`src/rtl/bklt_pwm_pkg.sv`:
```
package bklt_pwm_pkg;
  localparam int DATA_W  = 32;
  localparam int ADDR_W  = 3;
  localparam int CMP_W   = 8;
  localparam int PS_W    = 3;
  localparam int PS_MAX  = 6;
  localparam int PRE_W   = PS_MAX;
  localparam int CMP_LSB = 8;
  localparam int POL_BIT = 4;
  localparam int PS_LSB  = 0;
  localparam int SRC_BIT = 0;
  localparam int GO_BIT  = 0;

  localparam logic [ADDR_W-1:0] ADR_CFG  = ADDR_W'(0);
  localparam logic [ADDR_W-1:0] ADR_SRC  = ADDR_W'(1);
  localparam logic [ADDR_W-1:0] ADR_ON   = ADDR_W'(2);
  localparam logic [ADDR_W-1:0] ADR_OFF  = ADDR_W'(3);
  localparam logic [ADDR_W-1:0] ADR_STAT = ADDR_W'(4);

  typedef struct packed {
    logic [CMP_W-1:0] cmp;
    logic             pol;
    logic [PS_W-1:0]  ps;
    logic             srcSys;
  } pwmCfg_t;

  typedef struct packed {
    logic start;
    logic run;
  } pwmStrobe_t;

  // Working copy after reset: normal polarity, so the idle level is low.
  localparam pwmCfg_t SHADOW_RST = '{cmp: '0, pol: 1'b1, ps: '0, srcSys: 1'b0};
endpackage

```
`src/rtl/bklt_pwm_ctrl.sv`:
```
module bklt_pwm_ctrl
  import bklt_pwm_pkg::*;
(
  input  logic              clk,
  input  logic              rst,
  input  logic              wrEn,
  input  logic [ADDR_W-1:0] wrAddr,
  input  logic [DATA_W-1:0] wrData,
  input  logic [ADDR_W-1:0] rdAddr,
  input  logic              boundary,
  output logic [DATA_W-1:0] rdData,
  output pwmCfg_t           cfg,
  output pwmStrobe_t        strobe,
  output logic              statusBit
);
  logic running;
  logic statusQ;
  logic stopReq;
  logic onHit;
  logic offHit;
  logic stopNext;
  logic unusedBits;

  assign onHit  = wrEn && (wrAddr == ADR_ON)  && wrData[GO_BIT];
  assign offHit = wrEn && (wrAddr == ADR_OFF) && wrData[GO_BIT];

  // A stop request wins over a start in the same cycle; a start cancels a
  // pending stop.
  always_comb begin
    if (offHit)     stopNext = 1'b1;
    else if (onHit) stopNext = 1'b0;
    else            stopNext = stopReq;
  end

  always_ff @(posedge clk) begin
    if (rst) begin
      cfg     <= '0;
      running <= 1'b0;
      statusQ <= 1'b0;
      stopReq <= 1'b0;
    end else begin
      if (wrEn && (wrAddr == ADR_CFG)) begin
        cfg.cmp <= wrData[CMP_LSB +: CMP_W];
        cfg.pol <= wrData[POL_BIT];
        cfg.ps  <= wrData[PS_LSB +: PS_W];
      end
      if (wrEn && (wrAddr == ADR_SRC)) begin
        cfg.srcSys <= wrData[SRC_BIT];
      end

      if (!running) begin
        if (onHit) begin
          running <= 1'b1;
          stopReq <= 1'b0;
        end
      end else if (boundary) begin
        stopReq <= 1'b0;
        if (stopNext) begin
          running <= 1'b0;
          statusQ <= 1'b0;
        end else begin
          statusQ <= 1'b1;
        end
      end else begin
        stopReq <= stopNext;
      end
    end
  end

  always_comb begin
    strobe.start = !running && onHit;
    strobe.run   = running;
  end

  assign statusBit = statusQ;

  always_comb begin
    rdData = '0;
    case (rdAddr)
      ADR_CFG: begin
        rdData[CMP_LSB +: CMP_W] = cfg.cmp;
        rdData[POL_BIT]          = cfg.pol;
        rdData[PS_LSB +: PS_W]   = cfg.ps;
      end
      ADR_SRC:  rdData[SRC_BIT] = cfg.srcSys;
      ADR_STAT: rdData[GO_BIT]  = statusQ;
      default:  rdData = '0;
    endcase
  end

  assign unusedBits = ^{wrData[DATA_W-1:CMP_LSB+CMP_W], wrData[POL_BIT-1:PS_LSB+PS_W],
                        wrData[CMP_LSB-1:POL_BIT+1]};
endmodule

```
`src/rtl/bklt_pwm_dp.sv`:
```
module bklt_pwm_dp
  import bklt_pwm_pkg::*;
(
  input  logic             clk,
  input  logic             rst,
  input  logic             slowTick,
  input  logic             sysTick,
  input  pwmCfg_t          cfg,
  input  pwmStrobe_t       strobe,
  output logic             boundary,
  output logic [CMP_W-1:0] cnt,
  output logic             idlePol,
  output logic             pwmOut
);
  pwmCfg_t          sh;
  logic [PRE_W-1:0] preCnt;
  logic [PRE_W-1:0] mask;
  logic [PS_W-1:0]  effPs;
  logic             srcTick;
  logic             step;
  logic             active;

  // Reserved divider select values above the maximum are clamped.
  assign effPs = (sh.ps > PS_W'(PS_MAX)) ? PS_W'(PS_MAX) : sh.ps;

  always_comb begin
    for (int i = 0; i < PRE_W; i++) begin
      mask[i] = (i < int'(effPs));
    end
  end

  assign srcTick  = sh.srcSys ? sysTick : slowTick;
  assign step     = strobe.run && srcTick && (preCnt == mask);
  assign boundary = step && (cnt == {CMP_W{1'b1}});

  always_ff @(posedge clk) begin
    if (rst) begin
      sh     <= SHADOW_RST;
      cnt    <= '0;
      preCnt <= '0;
    end else if (strobe.start) begin
      sh     <= cfg;
      cnt    <= '0;
      preCnt <= '0;
    end else if (strobe.run) begin
      if (srcTick) begin
        preCnt <= step ? '0 : preCnt + 1'b1;
      end
      if (step) begin
        cnt <= cnt + 1'b1;
      end
      if (boundary) begin
        sh <= cfg;
      end
    end
  end

  assign active  = (cnt < sh.cmp);
  assign idlePol = sh.pol;
  assign pwmOut  = strobe.run ? (sh.pol ? active : !active) : !sh.pol;
endmodule

```
`src/rtl/bklt_pwm.sv`:
```
module bklt_pwm
  import bklt_pwm_pkg::*;
(
  input  logic              clk,
  input  logic              rst,
  input  logic              slowTick,
  input  logic              sysTick,
  input  logic              wrEn,
  input  logic [ADDR_W-1:0] wrAddr,
  input  logic [DATA_W-1:0] wrData,
  input  logic [ADDR_W-1:0] rdAddr,
  output logic [DATA_W-1:0] rdData,
  output logic              pwmOut
);
  pwmCfg_t          cfg;
  pwmStrobe_t       strobe;
  logic             boundary;
  logic             statusBit;
  logic             running;
  logic             idlePol;
  logic [CMP_W-1:0] cnt;

  bklt_pwm_ctrl u_ctrl (
    .clk       (clk),
    .rst       (rst),
    .wrEn      (wrEn),
    .wrAddr    (wrAddr),
    .wrData    (wrData),
    .rdAddr    (rdAddr),
    .boundary  (boundary),
    .rdData    (rdData),
    .cfg       (cfg),
    .strobe    (strobe),
    .statusBit (statusBit)
  );

  bklt_pwm_dp u_dp (
    .clk      (clk),
    .rst      (rst),
    .slowTick (slowTick),
    .sysTick  (sysTick),
    .cfg      (cfg),
    .strobe   (strobe),
    .boundary (boundary),
    .cnt      (cnt),
    .idlePol  (idlePol),
    .pwmOut   (pwmOut)
  );

  assign running = strobe.run;
endmodule

```
`config.mk`:
```
export PLATFORM = sky130hd
export DESIGN_NAME = bklt_pwm
export DESIGN_NICKNAME = d
export VERILOG_FILES = /design/src/rtl/bklt_pwm_pkg.sv /design/src/rtl/bklt_pwm_ctrl.sv /design/src/rtl/bklt_pwm_dp.sv /design/src/rtl/bklt_pwm.sv
export SDC_FILE = /design/constraint.sdc
export NUM_CORES = 1
export LEC_CHECK = 0
export CORE_MARGIN = 2
export CORE_UTILIZATION = 40
export CTS_CLUSTER_SIZE = 30
export DETAILED_ROUTE_END_ITERATION = 6
export PLACE_DENSITY = 0.7
export SYNTH_ARGS = -nofsm -noshare
export SYNTH_HDL_FRONTEND = slang
export SYNTH_SLANG_ARGS = --single-unit
```
`constraint.sdc`:
```
create_clock -name clk -period 2.8 [get_ports clk]
set_input_delay 0.28 -clock clk [delete_from_list [all_inputs] [get_ports clk]]
set_output_delay 0.28 -clock clk [all_outputs]
set_load 0.02 [all_outputs]
```
After elaboration in Yosys (flattened, before gate mapping)
Index checks and enable logic that the tools add are counted.
Word-level totals
  bits in registers: 43
  output and inout bits: 33
  word-level logic and storage cells: 72
Operators by class
  $add $sub $neg: 2
  $lt $le $gt $ge: 8
  equality and inequality tests: 7
  multiplexer cells: 20
  reductions and logical operators: 22
Operators with widths (number)
  $mux 13: 3
  $mux 1: 12
  $logic_and 1x1->1: 10
  $add 8x1->8 const B: 1
  $eq 8x8->1 const B: 1
  $lt 8x8->1: 1
  $mux 8: 1
  $reduce_and 2->1: 4
  $add 6x1->6 const B: 1
  $eq 3x1->1 const B: 2
  $eq 3x2->1 const B: 2
  $eq 6x6->1: 1
  $logic_not 3->1: 2
  $lt 1x3->1 const A: 2
  $lt 2x3->1 const A: 2
  $lt 3x3->1 const A: 2
  $mux 6: 1
  $reduce_bool 2->1: 2
  $eq 3x3->1 const B: 1
  $gt 3x3->1 const B: 1
  $logic_not 1->1: 3
  $mux 3: 1
  $pmux 1 s3: 1
  $mux 2: 1
  $reduce_or 2->1: 1

Longest topological paths before layout
Gate-level depths: netlist of the first run.
  depth after elaboration: 9
  mapped depth: 7
  depth with buffers taken out: 6

Cells and area by module
From an unflattened synthesis of the first run, not the netlist that was laid out.
Unflattened totals
  cell total of the unflattened synthesis: 296
  area, all modules: 2538.7 um^2
Modules (own cells, without submodules)
  bklt_pwm_dp: instances 1, cells an instance 182, area an instance 1632.8 um^2, sequential area each 540.5 um^2
  bklt_pwm_ctrl: instances 1, cells an instance 114, area an instance 905.9 um^2, sequential area each 320.3 um^2

Worst setup path before layout of the first run
OpenSTA, ideal clock, no wires.
  path type: reg-to-output
  from: register u_dp.sh[9] (netlist name)
  to: output port pwmOut
  arrival time: 1.852 ns
  data required time: 2.520 ns
  path slack: 0.668 ns
  cell stages (with the launch flop): 7
  cell sequence: dfxtp_1 -> inv_1 -> ha_1 -> a21o_1 -> a211o_1 -> a21o_1 -> a311oi_1
On the way
  longest elaborated chain between the ends: 4
RTL lines
  from (decl): line bklt_pwm_dp.sv:15  | pwmCfg_t sh;
  from (signal assigned): line bklt_pwm_dp.sv:42  | sh <= cfg;
  from (signal assigned): line bklt_pwm_dp.sv:53  | sh <= cfg;
  $lt 8x8->1 *: line bklt_pwm_dp.sv:58  | assign active = (cnt < sh.cmp);
  $logic_not 1->1: line bklt_pwm_dp.sv:60  | assign pwmOut = strobe.run ? (sh.pol ? active : !active) : !sh.pol;
  $mux 1 * (2 in series): line bklt_pwm_dp.sv:60
  to (decl): line bklt_pwm.sv:13  | output logic pwmOut
Mark *: on every way between the ends. The rest lies on a longest branch, timed or not.

Worst setup path in the final report of the first run
  from: register u_dp.cnt[4]
  to: output port pwmOut
On the way
  longest elaborated chain between the ends: 4
RTL lines
  from (decl): line bklt_pwm_dp.sv:11  | output logic [CMP_W-1:0] cnt,
  from (signal assigned): line bklt_pwm_dp.sv:50  | cnt <= cnt + 1'b1;
  $lt 8x8->1 *: line bklt_pwm_dp.sv:58
  $logic_not 1->1: line bklt_pwm_dp.sv:60
  $mux 1 * (2 in series): line bklt_pwm_dp.sv:60
Marked as above.

==> results of run 1 <==
-- through the flow --
step	power (W)	cell area, um^2	setup WS, ns
after CTS	0.00123	2900	0.216
after global routing	0.00127	2900	0.108
after detailed placement	0.000745	2790	0.253
after global placement	0.000744	2790	0.277
after floorplan	0.000718	2510	0.668
final	0.00122	2900	0.256
-- layer usage --
layer | share of wire | track usage | up-vias | wire length [um]
li1 | - | - | 1074 | -
met1 | 0.49 | 0.215 | 923 | 2420
met2 | 0.45 | 0.257 | 61 | 2200
met3 | 0.044 | 0.0370 | 5 | 214
met4 | 0.012 | 0.0400 | 0 | 57
met5 | 0 | 0 | - | 0
-- state kept, by name, indices dropped and copies added, names as in the netlist --
signal	count
u_dp.preCnt	6
u_dp.sh	12
u_ctrl.running	1
u_ctrl.stopReq	1
u_dp.cnt	8
u_ctrl.cfg	13
u_dp.idlePol	1
u_ctrl.statusBit	1
-- layout make-up --
cell class	count	share of cell area
Multi-Input combinational cell	227	0.481
Timing Repair Buffer	41	0.136
Clock buffer	5	0.0237
Clock inverter	3	0.0151
Sequential cell	43	0.297
Inverter	12	0.0155
Tap cell	75	0.0323
-- cell families (layout without fill, tap and decap cells) --
group | count (synthesis) | after routing | share of synthesized area
muxes | 16 | 16 | 0.0661
other | 1 | 20 | 0.00154
buffers and inverters | 45 | 61 | 0.106
AOI/OAI and AO/OA | 59 | 59 | 0.175
adders and majority gates | 9 | 9 | 0.0461
DFF | 43 | 43 | 0.352
xor gates and xnor gates | 5 | 5 | 0.0179
and+or+nand+nor | 118 | 118 | 0.235
-- critical path, stage by stage, from the launching register on --
cell	delay, ns
dfxtp_1	0.35
ha_1	0.32
a21o_1	0.18
a211o_1	0.30
a21o_1	0.15
a311oi_1	0.29
dlygate4sd2_1	0.37
-- path summary, 6_finish.rpt --
| check | startpoint | to |
|---|---|---|
| hold reg to reg | u_dp.sh[11] | u_dp.sh[11] |
| setup reg to reg | u_dp.sh[3] | u_dp.cnt[6] |
| hold / removal | u_dp.sh[11] | u_dp.sh[11] |
| setup / recovery | u_dp.cnt[4] | pwmOut |
-- where the power goes --
group | switching, W | leakage [nW] | internal (W)
registers | 0.00000450 | 0.347 | 0.000616
clock network | 0.000221 | 0.0581 | 0.000266
logic | 0.0000641 | 0.724 | 0.0000462
total | 0.000289 | 1.13 | 0.000928
-- layout by cell type, fill, tap and decap left out, types with 2 or more instances in the layout --
master	Yosys	routed
nand4_1	6	6
o31ai_1	2	2
buf_4	21	6
dfxtp_1	43	43
conb_1	1	20
o21a_1	2	2
xnor2_1	2	2
ha_1	9	9
nor2_1	11	11
o41ai_1	4	4
o311ai_0	4	4
a21oi_1	19	19
xor2_1	3	3
a311oi_1	2	2
clkdlybuf4s50_1	0	34
nor3_1	7	7
mux2i_1	15	15
nand2_1	58	58
clkbuf_8	0	5
o21ai_0	5	5
a21o_1	4	4
or3_1	2	2
nand3_1	4	4
and2_1	12	12
and3_1	3	3
or2_2	5	5
inv_1	11	11
o211ai_1	3	3
==> results_dict.tcl, run 1 <==
set metrics [dict create \
    clock_tree.root_cell "clkbuf_8" \
    worst_pin_slew_ns 1.12 \
    diodes 0 \
    setup_tns_ns 0 \
    cts_tree "done" \
    grt_pass1_vias 1898 \
    setup_violations 0 \
    drv_cap 0 \
    first_pass_iters 4 \
    fin_util 0.490 \
    chipWidth_um 82.1 \
    drt_wl_total_um 4890 \
    slew_headroom 0.250 \
    row_count 28 \
    hold_buffers 0 \
    synthMostInstantiatedCell "nand2_1" \
    powerDensity_mw_per_mm2 420 \
    crit_type "flop to primary output" \
    whs_ns 0.461 \
    drcViolationCount 0 \
    area_growth_syn_to_layout_pct 18.8 \
    port_buffers 35 \
    synth_area_leaders "dfxtp_1 (35%), nand2_1 (8.9%), buf_4 (6.5%)" \
    clock_path_buffers 2 \
    start_util 0.413 \
    fmax_mhz 393 \
    cts_made_buffers 5 \
    pin_count 76 \
    viasPerCell 5.08 \
    gr-total-overflow 0 \
    synthesis.area_mm2 0.00244 \
    stdcell_count 406 \
    gp_congestion 0.754 \
    leakagePower_nw 1.13 \
    syn_area_per_cell_um2 8.25 \
    min_period_ns 2.54 \
    ctsResizeCount 1 \
    fin_skew_ns 0.00742 \
    path_max_fanout 5 \
    hold_class "flop to flop" \
    holdPathStages 2 \
    synth_edf_count 0 \
    grt_usage 0.159 \
    ys_ff_latch 43 \
    cp_data_arrival_time_ns 2.26 \
    nNetsFinal 382 \
    period_share 0.909 \
    grt_max_degree 26 \
    final-hold-violation-count 0 \
    antenna_found_initial 0 \
    clkLatencyLatePin_ns 0.30 \
    synth_warnings 0 \
    hpwl_um 3660 \
    dieHeight_um 82.1 \
    htree_levels 2 \
    grt_pass1_wl_um 8470 \
    drt_iter0_markers 124 \
    synth_top_area_cell "dfxtp_1" \
    synthCells 296 \
    core_mm2 0.00592 \
    rsz0062_at_grt "false" \
    vias 2063 \
    ys_top_cells_by_count "nand2_1 (58), dfxtp_1 (43), buf_4 (21)" \
    status "completed" \
    end_kind "primary output" \
    n_fill_cell 595 \
    synth.distinct_cells 55 \
    slew_violations 0 \
    r2r_cells 5 \
    clkTransAtPathRegs_ns 0.09 \
    critPathRequiredTime_ns 2.52 \
    dpl.cell_count 398 \
    multi_input_area_mm2 0.00140 \
    synth_seq_area_share 0.352 \
    avgRoutedWirePerCell_um 12.1 \
    worst-r2r-setup-slack_ns 0.56 \
    drive_above_1_share 0.0785 \
    startpoint_type "flop" \
    async_flop_share 0 \
    synth-main-ff-cell "dfxtp_1" \
    synth_top_cell_area_share 0.352 \
    ir_drop_uv 184 \
    ant_nets 0 \
    cts_sinks 43 \
    post_cts_buffers 0 \
    die-area_mm2 0.00675 \
    regArea_um2 861 \
]
No activity file was read; power rests on OpenSTA's default activity.
==> run 2: changes to the inputs <==
--- a/config.mk
+++ b/config.mk
@@ -5,6 +5,7 @@
 export SDC_FILE = /design/constraint.sdc
 export NUM_CORES = 1
 export LEC_CHECK = 0
+export CAP_MARGIN = 25
 export CORE_MARGIN = 2
 export CORE_UTILIZATION = 40
 export CTS_CLUSTER_SIZE = 30
==> run 2 against run 1 <==
Against the previous run:
- final area rose by 0.26%
- routed wire length barely moved
- via count rose by 0.39%
- sequential power barely moved
- non-clock buffer count rose by 1
- critical path type unchanged
- critical path depth did not move
==> results_dict.tcl, run 2 (synthesis results as in run 1) <==
set metrics [dict create \
    status "completed" \
    fin_util 0.491 \
    crit_slowest_cell "dlygate4sd2_1" \
    core_mm2 0.00592 \
    r2r_cells 6 \
    drive_above_1_share 0.0813 \
    setup_tns_ns 0 \
    ant_nets 0 \
    startpoint "u_dp.cnt[4]" \
    n_fill_cell 591 \
    drcViolationCount 0 \
    final-hold-violation-count 0 \
    rr_endpoint "u_dp.sh[1]" \
    path_max_fanout 5 \
    slew_headroom 0.362 \
    regArea_um2 861 \
    post_cts_buffers 0 \
    largest_reg_flops 13 \
    worst_pin_slew_ns 0.956 \
    startpoint_type "flop" \
    grt_pass1_vias 1898 \
    clkTransAtPathRegs_ns 0.09 \
    min_period_ns 2.55 \
    cts_tree "done" \
    fin_skew_ns 0.00656 \
    grt_usage 0.159 \
    nNetsFinal 383 \
    final_common_cell "nand2_1" \
    avgRoutedWirePerCell_um 12.0 \
    worst-path-buf-inv 1 \
    ir_drop_uv 184 \
    drv_cap 0 \
    final_cell_mix "nand2_1 (58), dfxtp_1 (43), clkdlybuf4s50_1 (34)" \
    htree_levels 2 \
    area_growth_syn_to_layout_pct 19.1 \
    cp_cell_sequence "ha_1 -> a21o_1 -> a211o_1 -> a21o_1 -> a311oi_1 -> dlygate4sd2_1" \
    cts_sinks 43 \
    viasPerCell 5.09 \
    rsz0062_at_grt "false" \
    hold_buffers 0 \
    powerDensity_mw_per_mm2 419 \
    grt_max_degree 26 \
    antenna_found_initial 0 \
    grt_pass1_wl_um 8470 \
    cp_data_arrival_time_ns 2.27 \
    clock_path_buffers 2 \
    dpl.cell_count 398 \
    drt_wl_total_um 4900 \
    stdcell_count 407 \
    chipWidth_um 82.1 \
    timing.critical_path.mode_cell "a21o_1" \
    regMostFlops "u_ctrl.cfg" \
    vias 2071 \
    endpoint "pwmOut" \
    die-area_mm2 0.00675 \
    row_count 28 \
    cp_top_family "compound AO/OA/AOI/OAI gates" \
    reg_top3 "u_ctrl.cfg x13, u_dp.sh x12, u_dp.cnt x8" \
    slew_violations 0 \
    hpwl_um 3660 \
    port_buffers 35 \
    critPathMaxStageDelay_ns 0.37 \
    dieHeight_um 82.1 \
    drt_iter0_markers 132 \
    leakagePower_nw 1.13 \
    worst-r2r-setup-slack_ns 0.59 \
    cp.depth 6 \
    end_kind "primary output" \
    critPathRequiredTime_ns 2.52 \
    hold_class "flop to flop" \
    cts_made_buffers 5 \
    first_pass_iters 4 \
    setup_violations 0 \
    start_util 0.413 \
    fin_ws_ns 0.251 \
    ctsResizeCount 1 \
    pin_count 76 \
    period_share 0.910 \
    gr-total-overflow 0 \
    multi_input_area_mm2 0.00140 \
    fmax_mhz 392 \
    gp_congestion 0.754 \
    diodes 0 \
    clock_tree.root_cell "clkbuf_8" \
    regToRegStartpoint "u_dp.cnt[1]" \
    pre_cts_ws_ns 0.253 \
    clkLatencyLatePin_ns 0.30 \
    crit_type "flop to primary output" \
]
## run 2: worst min path at each step
stage / from / to / slack, ns / depth (start not counted)
CTS: u_dp.sh[11] / u_dp.sh[11] / 0.47 / 2
global placement: u_dp.sh[10] / u_dp.sh[10] / 0.45 / 2
finish: u_dp.sh[11] / u_dp.sh[11] / 0.46 / 2
global route: u_dp.sh[11] / u_dp.sh[11] / 0.48 / 2
floorplan: wrData[13] / u_ctrl.cfg[10] / 0.42 / 2
detailed placement: u_dp.sh[11] / u_dp.sh[11] / 0.45 / 2
## run 2: power by group
group | total [W] | switching [W] | internal (W)
clock network | 0.000488 | 0.000222 | 0.000266
registers | 0.000621 | 0.00000449 | 0.000616
logic | 0.000111 | 0.0000642 | 0.0000465
total | 0.00122 | 0.000291 | 0.000928
## run 2: through the flow
step | hold WS, ns | cell area [um^2] | power, W
floorplan | 0.416 | 2510 | 0.000718
global placement | 0.445 | 2790 | 0.000744
detailed placement | 0.453 | 2790 | 0.000745
CTS | 0.465 | 2900 | 0.00123
global route | 0.484 | 2910 | 0.00127
finish | 0.461 | 2910 | 0.00122
## run 2: cell type report
type                    instances  area share
multi-input cells             227       0.480
flip-flops and latches         43       0.296
repair buffers                 42       0.138
well taps                      75      0.0323
clock buffers                   5      0.0237
inverters                      12      0.0155
clock inverters                 3      0.0151
## run 2: worst register-to-register path, delay by kind of cell, from the launching register on
| family | cells | cell delay (ns) |
|---|---|---|
| buf+inv | 1 | 0.15 |
| simple gates | 1 | 0.20 |
| flops | 1 | 0.33 |
| mux | 1 | 0.28 |
| fa+ha+maj | 1 | 0.24 |
| compound gates | 2 | 0.92 |
## run 2: layer usage
metal / wire, um / GRT usage / vias to the layer above / part of all wire
li1: - / - / 1077 / -
met1: 2410 / 0.215 / 928 / 0.49
met2: 2210 / 0.257 / 61 / 0.45
met3: 221 / 0.0370 / 5 / 0.045
met4: 57 / 0.0400 / 0 / 0.012
met5: 0 / 0 / - / 0
==> run 3: changes to the inputs <==
--- a/config.mk
+++ b/config.mk
@@ -10,6 +10,7 @@
 export CORE_UTILIZATION = 40
 export CTS_CLUSTER_SIZE = 30
 export DETAILED_ROUTE_END_ITERATION = 6
+export GPL_ROUTABILITY_DRIVEN = 0
 export PLACE_DENSITY = 0.7
 export SYNTH_ARGS = -nofsm -noshare
 export SYNTH_HDL_FRONTEND = slang
==> constraint.sdc (replaced) <==
create_clock -name clk -period 2.42 [get_ports clk]
set_input_delay 0.242 -clock clk [delete_from_list [all_inputs] [get_ports clk]]
set_output_delay 0.242 -clock clk [all_outputs]
set_load 0.02 [all_outputs]
==> run 3 against run 2 <==
Against the previous run:
- power up 24%
- register-to-register slack worse by 0.41 ns
- sequential cell count unchanged
- hold slack about the same
- routed wire length up 3.9%
- clock skew about the same
- combinational power up 18%
- global-route usage up 0.39 points
- non-clock buffer count up 7
- die area unchanged
- final cell count up 1.7%
- critical path type unchanged
- critical endpoint unchanged
==> results_dict.tcl, run 3 (synthesis results as in run 1) <==
set metrics [dict create \
    final_cell_mix "nand2_1 (58), dfxtp_1 (42), clkdlybuf4s50_1 (34)" \
    fin_util 0.505 \
    critPathMaxStageDelay_ns 0.33 \
    setup_violations 0 \
    diodes 0 \
    comb_power_share 0.086 \
    worst_pin_slew_ns 0.986 \
    cp_cell_sequence "inv_1 -> ha_1 -> a21o_1 -> a211o_1 -> a21o_1 -> a311oi_2 -> buf_4" \
    hold_start "u_dp.sh[10]" \
    drt_wl_total_um 5090 \
    first_pass_iters 4 \
    dieHeight_um 82.1 \
    vias 2144 \
    cp_data_arrival_time_ns 2.07 \
    ctsResizeCount 5 \
    min_period_ns 2.31 \
    fmax_mhz 433 \
    whs_ns 0.461 \
    antenna_found_initial 0 \
    leakagePower_nw 1.18 \
    reg_top3 "u_ctrl.cfg x13, u_dp.sh x12, u_dp.cnt x8" \
    crit_slowest_cell "dfxtp_2" \
    nNetsFinal 390 \
    cts_tree "done" \
    period_share 0.955 \
    powerDensity_mw_per_mm2 507 \
    timing.critical_path.mode_cell "a21o_1" \
    internal_power_w 0.00118 \
    startpoint_type "flop" \
    drv_cap 0 \
    cts_made_buffers 5 \
    die-area_mm2 0.00675 \
    area_growth_syn_to_layout_pct 22.5 \
    avgRoutedWirePerCell_um 12.3 \
    power_w 0.00152 \
    n_fill_cell 593 \
    grt_pass1_wl_um 8760 \
    grt_pass1_vias 1976 \
    ir_drop_uv 249 \
    slew_violations 0 \
    chipWidth_um 82.1 \
    hpwl_um 3740 \
    power.net_switching_w 0.000336 \
    fin_skew_ns 0.00669 \
    clock_path_buffers 2 \
    rsz0062_at_grt "false" \
    worst-path-buf-inv 2 \
    regMostFlops "u_ctrl.cfg" \
    clock_tree.root_cell "clkbuf_8" \
    final_common_cell "nand2_1" \
    hold_buffers 0 \
    setup_tns_ns 0 \
    critPathRequiredTime_ns 2.18 \
    hold_class "flop to flop" \
    regToRegStartpoint "u_dp.cnt[0]" \
    switching_share 0.222 \
    power_frac_seq 0.474 \
    path_max_fanout 2 \
    core_mm2 0.00592 \
    port_buffers 35 \
    startpoint "u_dp.sh[9]" \
    drive_above_1_share 0.109 \
    pwr-share-clk 0.440 \
    cts_sinks 43 \
    clkLatencyLatePin_ns 0.30 \
    drcViolationCount 0 \
    ant_nets 0 \
    status "completed" \
    cp_top_family "compound AO/OA/AOI/OAI gates" \
    end_kind "primary output" \
    clkTransAtPathRegs_ns 0.08 \
    pin_count 76 \
    start_util 0.413 \
    row_count 28 \
    crit_type "flop to primary output" \
    viasPerCell 5.18 \
    grt_max_degree 26 \
    grt_usage 0.163 \
    drt_iter0_markers 98 \
    post_cts_buffers 0 \
    htree_levels 2 \
    largest_reg_flops 13 \
    final-hold-violation-count 0 \
    slew_headroom 0.342 \
    gr-total-overflow 0 \
]
==> run 3: power by group through the flow <==
stage / logic [W] / registers (W) / clock network [W]
global route: 0.000145 / 0.000719 / 0.000706
global placement: 0.000128 / 0.000734 / 0
CTS: 0.000130 / 0.000718 / 0.000680
detailed placement: 0.000129 / 0.000734 / 0
floorplan: 0.0000980 / 0.000733 / 0
finish: 0.000131 / 0.000718 / 0.000667
==> run 3: final timing paths <==
path | endpoint | slack, ns | cells past startpoint
hold / removal | u_dp.sh[10] | 0.46 | 2
hold reg to reg | u_dp.sh[10] | 0.46 | 2
setup / recovery | pwmOut | 0.11 | 7
setup reg to reg | u_dp.sh[11] | 0.18 | 6
==> run 3: stage by stage <==
step	worst slack [ns]	instance area (um^2)	std cells
floorplan	0.326	2510	315
global placement	-0.0379	2850	406
detailed placement	-0.0883	2850	406
CTS	0.0188	2980	414
global route	0.0269	2990	414
finish	0.109	2990	414
==> run 3: per-layer routing <==
layer	up-vias	global-route usage	wire, um
met1	981	0.205	2440
met4	0	0.0450	60
li1	1092	-	-
met3	7	0.0304	216
met5	-	0	0
met2	64	0.285	2370
==> run 3: worst register-to-register path, cell delays in order, from the launching register on <==
cell     delay (ns)
dfxtp_1        0.33
buf_4          0.15
ha_1           0.26
nand4_1        0.20
o21ba_2        0.20
a21oi_2        0.74
mux2i_1        0.27
==> run 3: area by class of cell <==
cell class / count / area, um^2 / area share
Multi-Input combinational cell: 227 / 1400 / 0.468
Inverter: 12 / 45.0 / 0.0151
Clock buffer: 5 / 68.8 / 0.0230
Clock inverter: 3 / 67.6 / 0.0226
Tap cell: 75 / 93.8 / 0.0314
Timing Repair Buffer: 49 / 453 / 0.151
Sequential cell: 43 / 862 / 0.288
